$ cat src/rtl/ldev_ctl.sv
module ldev_ctl #(
  parameter int ADDR_W  = 16,
  parameter int WIN_LEN = 8
) (
  input  logic              clk,
  input  logic              rst_n,
  input  logic              ldev_reset,
  input  logic              cfg_sel,
  input  logic              cfg_wr,
  input  logic [7:0]        cfg_idx,
  input  logic [7:0]        cfg_wdata,
  output logic [7:0]        cfg_rdata,
  input  logic              host_rd,
  input  logic [ADDR_W-1:0] host_addr,
  input  logic [7:0]        dev_rdata,
  output logic              bus_oe,
  output logic [7:0]        bus_dout
);
  localparam logic [7:0] IDX_EN    = 8'h30;
  localparam logic [7:0] IDX_PROBE = 8'h31;
  localparam logic [7:0] IDX_BHI   = 8'h60;
  localparam logic [7:0] IDX_BLO   = 8'h61;
  localparam logic [ADDR_W:0] LEN_X = (ADDR_W+1)'(WIN_LEN);

  logic              dev_en;
  logic              probe_en;
  logic              probe_pat;
  logic [ADDR_W-1:0] base;
  logic              wr_ok;
  logic [ADDR_W:0]   offs;
  logic              in_win;

  assign wr_ok = cfg_wr && cfg_sel;

  always_ff @(posedge clk or negedge rst_n) begin
    if (!rst_n) begin
      dev_en    <= 1'b0;
      probe_en  <= 1'b0;
      probe_pat <= 1'b0;
      base      <= '0;
    end else if (ldev_reset) begin
      dev_en    <= 1'b0;
      probe_en  <= 1'b0;
      probe_pat <= 1'b0;
      base      <= '0;
    end else if (wr_ok) begin
      case (cfg_idx)
        IDX_EN:    if (!(cfg_wdata[0] && probe_en)) dev_en <= cfg_wdata[0];
        IDX_PROBE: begin
          probe_en  <= cfg_wdata[1];
          probe_pat <= cfg_wdata[0];
        end
        IDX_BHI:   base[ADDR_W-1:8] <= cfg_wdata[ADDR_W-9:0];
        IDX_BLO:   base[7:0]        <= cfg_wdata;
        default:   ;
      endcase
    end
  end

  always_comb begin
    cfg_rdata = 8'h00;
    if (cfg_sel) begin
      case (cfg_idx)
        IDX_EN:    cfg_rdata = {7'b0, dev_en};
        IDX_PROBE: cfg_rdata = {6'b0, probe_en, probe_pat};
        IDX_BHI:   cfg_rdata = 8'(base[ADDR_W-1:8]);
        IDX_BLO:   cfg_rdata = base[7:0];
        default:   cfg_rdata = 8'h00;
      endcase
    end
  end

  assign offs     = {1'b0, host_addr} - {1'b0, base};
  assign in_win   = !offs[ADDR_W] && (offs < LEN_X);
  assign bus_oe   = host_rd && in_win && (dev_en || probe_en);
  assign bus_dout = !bus_oe ? 8'h00 :
                    dev_en  ? dev_rdata :
                    probe_pat ? 8'h55 : 8'hAA;

  AST_ENABLE_BLOCKED: assert property (@(posedge clk) disable iff (!rst_n)
    (wr_ok && !ldev_reset && cfg_idx == IDX_EN && cfg_wdata[0] && probe_en && !dev_en) |=> !dev_en);
  AST_DEVRESET_CLEARS: assert property (@(posedge clk) disable iff (!rst_n)
    ldev_reset |=> (!dev_en && !probe_en && base == '0));
  AST_UNSELECTED_HOLD: assert property (@(posedge clk) disable iff (!rst_n)
    (!cfg_sel && !ldev_reset) |=> ($stable(dev_en) && $stable(probe_en) && $stable(base)));
  AST_DRIVE_NEEDS_READ: assert property (@(posedge clk) disable iff (!rst_n)
    bus_oe |-> host_rd);
  AST_PROBE_PATTERN: assert property (@(posedge clk) disable iff (!rst_n)
    (bus_oe && !dev_en) |-> (bus_dout == 8'h55 || bus_dout == 8'hAA));
  AST_ENABLED_PASSTHRU: assert property (@(posedge clk) disable iff (!rst_n)
    (bus_oe && dev_en) |-> (bus_dout == dev_rdata));
endmodule

$ cat config.mk
export PLATFORM = sky130hd
export DESIGN_NAME = ldev_ctl
export DESIGN_NICKNAME = d
export VERILOG_FILES = /design/src/rtl/ldev_ctl.sv
export SDC_FILE = /design/constraint.sdc
export NUM_CORES = 1
export LEC_CHECK = 0
export CORE_MARGIN = 2
export CORE_UTILIZATION = 40
export CTS_BUF_LIST = sky130_fd_sc_hd__clkbuf_8
export DETAILED_ROUTE_END_ITERATION = 10
export GPL_TIMING_DRIVEN = 1
export PLACE_DENSITY_LB_ADDON = 0.05
export SLEW_MARGIN = 5
export SYNTH_ARGS = -nofsm -noshare
export SYNTH_HDL_FRONTEND = slang
export SYNTH_SLANG_ARGS = --single-unit
$ cat constraint.sdc
create_clock -name clk -period 3.25 [get_ports clk]
set_input_delay 0.4875 -clock clk [delete_from_list [all_inputs] [get_ports clk]]
set_output_delay 0.4875 -clock clk [all_outputs]
set_load 0.005 [all_outputs]
==> qor.csv, run 1 <==
metric,value,unit
number of fill cells,373,
first-pass GRT wire length,11100,um
leading post-synthesis cells by cell area,"dfrtp_1, mux2i_1, ha_1",
max cap viols,0,
largest net degree at the start of global routing,20,
number of cells on the critical path,11,
critical path's slowest cell,a2111oi_4,
warnings from Yosys,0,
crit-path cells,clkdlybuf4s50_1 > nand2b_4 > a2111oi_4 > nor3_2 > or3_4 > a32oi_4 > nand4_4 > buf_6 > buf_6 > nor4_4 > buf_2,
crit path launch type,input port,
Wirelength per Cell,16.0,um
DRC,0,
LEAKAGE,1.55,nW
vias per inst,5.30,
Initial Util,42.3,%
Clock Power Share,24.0,%
sequential fraction of the synthesis area,23.3,%
Internal Power,0.000483,W
CP Buf/Inv Count,4,
clk sinks,19,
"commonest non-fill, non-tap cell in the layout",buf_4,
RSZ-0062 raised after global routing,yes,
Comb pwr share,42.2,%
Period minus WS final,3.50,ns
Worst Hold Depth,2,
Seq pwr share,33.8,%
critical path's largest stage delay,0.43,ns
P&R area growth vs syn,79.5,%
"Cell Area, Placed",3160,sq um
"FF+latch count, synth",19,
Setup-failing EPs final,9,
Synth cell types,50,
vias in the first global route,2359,
fin crit share,108,%
Root Buffer,clkbuf_8,
Achievable Freq,0.286,GHz
Die W,75.4,um
Max IR drop VDD,0.277,mV
Pwr Total,0.000699,W
Register Area,475,sq um
clk_skew,0.000345,ns
CTS tree,yes,
Tot GR Track Use,25.4,%
final worst slack,-0.252,ns
most common cell type on the critical path,buf_6,
Multi-input gate area,1830,sq um
IO Pins,63,
FF-to-FF setup slack,2.28,ns
Final Max Tran Viols,0,
top-area cell type share of the netlist area,23.3,%
Reg2Reg Depth,4,
Core ar.,4820,sq um
worst-margin pin slew,0.823,ns
most used flip-flop cell after synthesis,dfrtp_1,
total CTS buffers,3,
setup TNS,-1.58,ns
Worst-path clk slew,0.07,ns
Syn Nets,311,
clock buffer depth,2,
"commonest non-fill, non-tap cells in the layout","buf_4, clkdlybuf4s50_1, nor2_1",
Hold Path Class,register to register,
WL final,7190,um
design area,3660,sq um
status,"finished, violations left",
worst hold slack,0.596,ns
initial antenna violation count,0,
Worst-Skew Late Latency,0.25,ns
CP top delay family,simple AND/OR/NAND/NOR gates,
Layout Nets,446,
DP Wirelength,5110,um
total gr overflow,0,
layout cells sized above 1,38.8,%
Sw Pwr,0.000216,W
slew margin rel.,45.0,%
Detail Route Antenna Nets,0,
Async SR Flop Fraction,100,%
placer congestion estimate,0.881,
failing checks,setup timing,
Die ar.,5690,sq um
H-tree depth,1,
"EDFF count, synth",0,
Worst Path Required,2.76,ns
Crit path arrival time,3.01,ns
Buffers on Ports,62,
die height,75.4,um
critical path type,input port to output port,
DR vias,2391,
final hold vios,0,
biggest area consumer among synthesized cells,dfrtp_1,
Net Sw Frac,30.9,%
crit path max fanout,4,
Cell Pwr Density,191,nW/um^2
drt pass-1 iters,4,
initial drt markers,133,
synthesized cell area,2040,sq um
Synth Instances,250,
syn avg cell area,8.16,sq um
Setup crit end kind,output port,
n_diodes,0,
row count,25,
[metrics by stage]
stage	worst slack, ns	std cells	util [%]
after floorplan	0.237	250	-
after global placement	-0.693	431	65.6
after detailed placement	-0.782	431	65.6
after CTS	-0.261	448	73.4
after global routing	-0.350	451	76.0
final	-0.252	451	76.0
[worst min-delay path, delay by kind of cell, from the launching register on]
family / cells / cell delay, ns
flops: 1 / 0.38
simple gates: 1 / 0.09
mux: 1 / 0.09
[power by group through the flow]
stage | combinational, W | sequential (W) | clock, W
6_report | 0.000295 | 0.000237 | 0.000167
5_1_grt | 0.000314 | 0.000236 | 0.000180
4_1_cts | 0.000272 | 0.000236 | 0.000170
3_5_place_dp | 0.000225 | 0.000241 | 0
3_3_place_gp | 0.000223 | 0.000241 | 0
2_1_floorplan | 0.000104 | 0.000241 | 0
[metal layers]
layer / vias up / part of all wire [%] / wire, um / global-route usage (%)
met5: - / 0 / 0 / 0
met2: 60 / 53 / 3810 / 44.9
met3: 10 / 3.0 / 216 / 2.38
met1: 1138 / 43 / 3070 / 32.6
li1: 1183 / - / - / -
met4: 0 / 1.3 / 97 / 8.38
[path summary, 6_finish.rpt]
check / startpoint / end
setup reg to reg: base[5] / base[5]
max in group asynchronous: rst_n / base[8]
min in group asynchronous: rst_n / base[12]
hold reg to reg: base[15] / base[15]
setup / recovery: host_addr[0] / bus_dout[6]
hold / removal: base[15] / base[15]
[layout make-up]
cell class,instances,share of cell area (%)
Clock buffer,3,1.13
Inverter,21,2.15
Sequential cell,19,13.0
Timing Repair Buffer,136,31.4
Multi-Input combinational cell,204,49.9
Tap cell,67,2.29
Clock inverter,1,0.137
[repair_timing]
item / in CTS / in global routing
setup endpoints to repair: 9 / 9
gates resized for setup: 85 / 29
buffers inserted: 12 / 3
pin swaps: 34 / 12
cloned: 1 / 0
hold buffers: 0 / 0
[state kept, by name (all words and copies together) (netlist names)]
register and cells:
probe_en 1, base 16, dev_en 1, probe_pat 1
[synth_stat cells, types with 6 or more instances]
library cell  count
a21oi_1          21
a22oi_1           7
clkbuf_1          6
dfrtp_1          19
ha_1             15
inv_1            21
mux2i_1          22
nand2_1          16
nand2b_1          9
nand3_1           6
nor2_1           33
nor4_1           10
[cells by family after synthesis]
group	share of synthesized area [%]
multiplexers	11.5
AND/OR/NAND/NOR	27.2
AO/OA/AOI/OAI	21.4
buffers and inverters	5.15
adder cells (fa/ha/maj)	9.20
XOR/XNOR	2.15
flip-flops	23.3
(Power assumes the default switching activity.)
==> run 2, diff against run 1 <==
CORE_MARGIN = default   (was 2)
HOLD_SLACK_MARGIN = 0.15   (was default)
==> run 2 against run 1 <==
- the flow still finishes with violations (setup timing)
- register-to-register slack better by 0.09 ns
- sequential power barely moved
- count of clock-buffer cells in the layout is the same
- first-iteration DRC count down 11%
- highest routed layer unchanged
==> qor.csv, run 2 (same netlist as run 1, synthesis figures left out) <==
metric,value,unit,change
Initial Util,42.3,%,unchanged
P&R area growth vs syn,78.8,%,
number of fill cells,383,,+2.7%
Crit path arrival time,2.99,ns,-0.02 ns
DR vias,2348,,-1.8%
Setup-failing EPs final,9,,unchanged
Die W,73.4,um,-2.7%
Critical R2R Capture,dev_en,,
largest net degree at the start of global routing,20,,unchanged
fin util,75.7,%,-0.31 points
IO Pins,63,,unchanged
CP startpoint,base[14],,
DRC,0,,unchanged
Net Sw Frac,30.5,%,-0.42 points
Core ar.,4820,sq um,unchanged
RSZ-0062 raised after global routing,yes,,
worst-margin pin slew,0.813,ns,-0.00989 ns
Final Max Tran Viols,0,,unchanged
"Cell Area, Placed",3140,sq um,-0.71%
critical path's largest stage delay,0.44,ns,about the same
Sw Pwr,0.000209,W,-3.1%
Worst-path clk slew,0.07,ns,about the same
Detail Route Antenna Nets,0,,unchanged
worst hold slack,0.569,ns,-0.0272 ns
n_diodes,0,,unchanged
initial antenna violation count,0,,unchanged
r2r startpoint,dev_en,,
Root Buffer,clkbuf_8,,
fin crit share,107,%,-0.75 points
Clock Power Share,23.1,%,-0.9 points
die height,73.4,um,-2.7%
crit path max fanout,4,,unchanged
clk sinks,19,,unchanged
Setup crit end kind,output port,,
Critical Path End,bus_dout[1],,
crit path launch type,register,,
Cell Pwr Density,188,nW/um^2,-1.4%
status,"finished, violations left",,
H-tree depth,1,,unchanged
Period minus WS final,3.48,ns,-0.0245 ns
clock buffer depth,2,,unchanged
Max IR drop VDD,0.255,mV,-8.1%
Comb pwr share,42.4,%,+0.2 points
most common cell type on the critical path,buf_6,,
critical path type,register to output port,,
Wirelength per Cell,15.7,um,-1.8%
failing checks,setup timing,,
LEAKAGE,1.53,nW,-1.0%
final hold vios,0,,unchanged
Largest Register,base,,
clk_skew,0.000425,ns,+0.0000802 ns
total gr overflow,0,,unchanged
crit-path cells,inv_1 > ha_4 > or3b_2 > o211ai_1 > nor4_1 > nand3_2 > nor4b_4 > nand4_2 > buf_6 > buf_6 > nor4_2 > buf_2,,
CTS Hold Buffers Added,0,,unchanged
final worst slack,-0.227,ns,+0.0245 ns
vias in the first global route,2339,,-0.85%
Tot GR Track Use,26.4,%,+0.99 points
design area,3650,sq um,-0.41%
critical path's slowest cell,nor4_1,,
Die ar.,5390,sq um,-5.2%
CTS tree,yes,,
"commonest non-fill, non-tap cells in the layout","buf_4, clkdlybuf4s50_1, nor2_1",,
drt pass-1 iters,4,,unchanged
vias per inst,5.26,,-0.70%
Worst Path Required,2.76,ns,about the same
placer congestion estimate,0.852,,-3.2%
DP Wirelength,4970,um,-2.8%
min-delay src,base[12],,
Seq pwr share,34.5,%,+0.7 points
slew margin rel.,45.6,%,+0.66 points
Buffers on Ports,62,,unchanged
max reg flops,16,,unchanged
"commonest non-fill, non-tap cell in the layout",buf_4,,
row count,25,,unchanged
Worst-Skew Late Latency,0.25,ns,about the same
layout cells sized above 1,35.9,%,-2.9 points
Pwr Total,0.000686,W,-1.8%
max cap viols,0,,unchanged
Hold Path Class,register to register,,
Layout Nets,441,,-1.1%
total CTS buffers,3,,unchanged
Internal Power,0.000477,W,-1.2%
initial drt markers,119,,-11%
FF-to-FF setup slack,2.37,ns,+0.09 ns
Reg2Reg Depth,3,,-1
first-pass GRT wire length,10900,um,-1.1%
Achievable Freq,0.288,GHz,+0.70%
WL final,6990,um,-2.9%
## run 2: per-stage QoR
stage	setup WS (ns)	std cells	TNS [ns]
4_1_cts	-0.185	445	-1.18
3_3_place_gp	-0.692	428	-6.13
3_5_place_dp	-0.766	428	-6.59
6_report	-0.227	446	-1.64
2_1_floorplan	0.237	250	0
5_1_grt	-0.340	446	-2.75
## run 2: critical path, delay by kind of cell (launching register included)
family	cells	cell delay [ns]
compound gates	1	0.09
fa+ha+maj	1	0.23
buf+inv	4	0.56
flops	1	0.38
simple gates	6	1.47
## run 2: timing repair
item                       4_1_cts  5_1_grt
buffers inserted                12        1
pin swaps                       35       12
gates resized for setup         89       21
setup endpoints to repair        9        9
cloned                           1        0
## run 2: final cells by class
cell class	count	area, sq um	area share (%)
clock inverters	1	3.75	0.103
multi-input cells	204	1830	50.2
clock buffers	3	41.3	1.13
flip-flops and latches	19	475	13.0
inverters	21	78.8	2.16
well taps	67	83.8	2.30
repair buffers	131	1130	31.0
## run 2: how the worst min path moves through the flow
stage,endpoint,depth (start not counted)
after floorplan,base[0],0
after CTS,base[12],2
after global placement,base[15],2
final,base[12],2
after detailed placement,base[12],2
after global routing,base[12],2
## run 2: routing by layer
metal	vias to the layer above	part of all wire [%]	track usage [%]
li1	1169	-	-
met2	72	50	45.7
met4	0	2.1	9.40
met5	-	0	0
met1	1093	44	34.7
met3	14	4.0	1.92
## run 2: power groups by stage
stage	Combinational, W	Clock (W)	Sequential (W)
final	0.000291	0.000159	0.000237
after global routing	0.000311	0.000172	0.000236
after CTS	0.000273	0.000163	0.000237
after detailed placement	0.000222	0	0.000241
after global placement	0.000220	0	0.000241
after floorplan	0.000104	0	0.000241
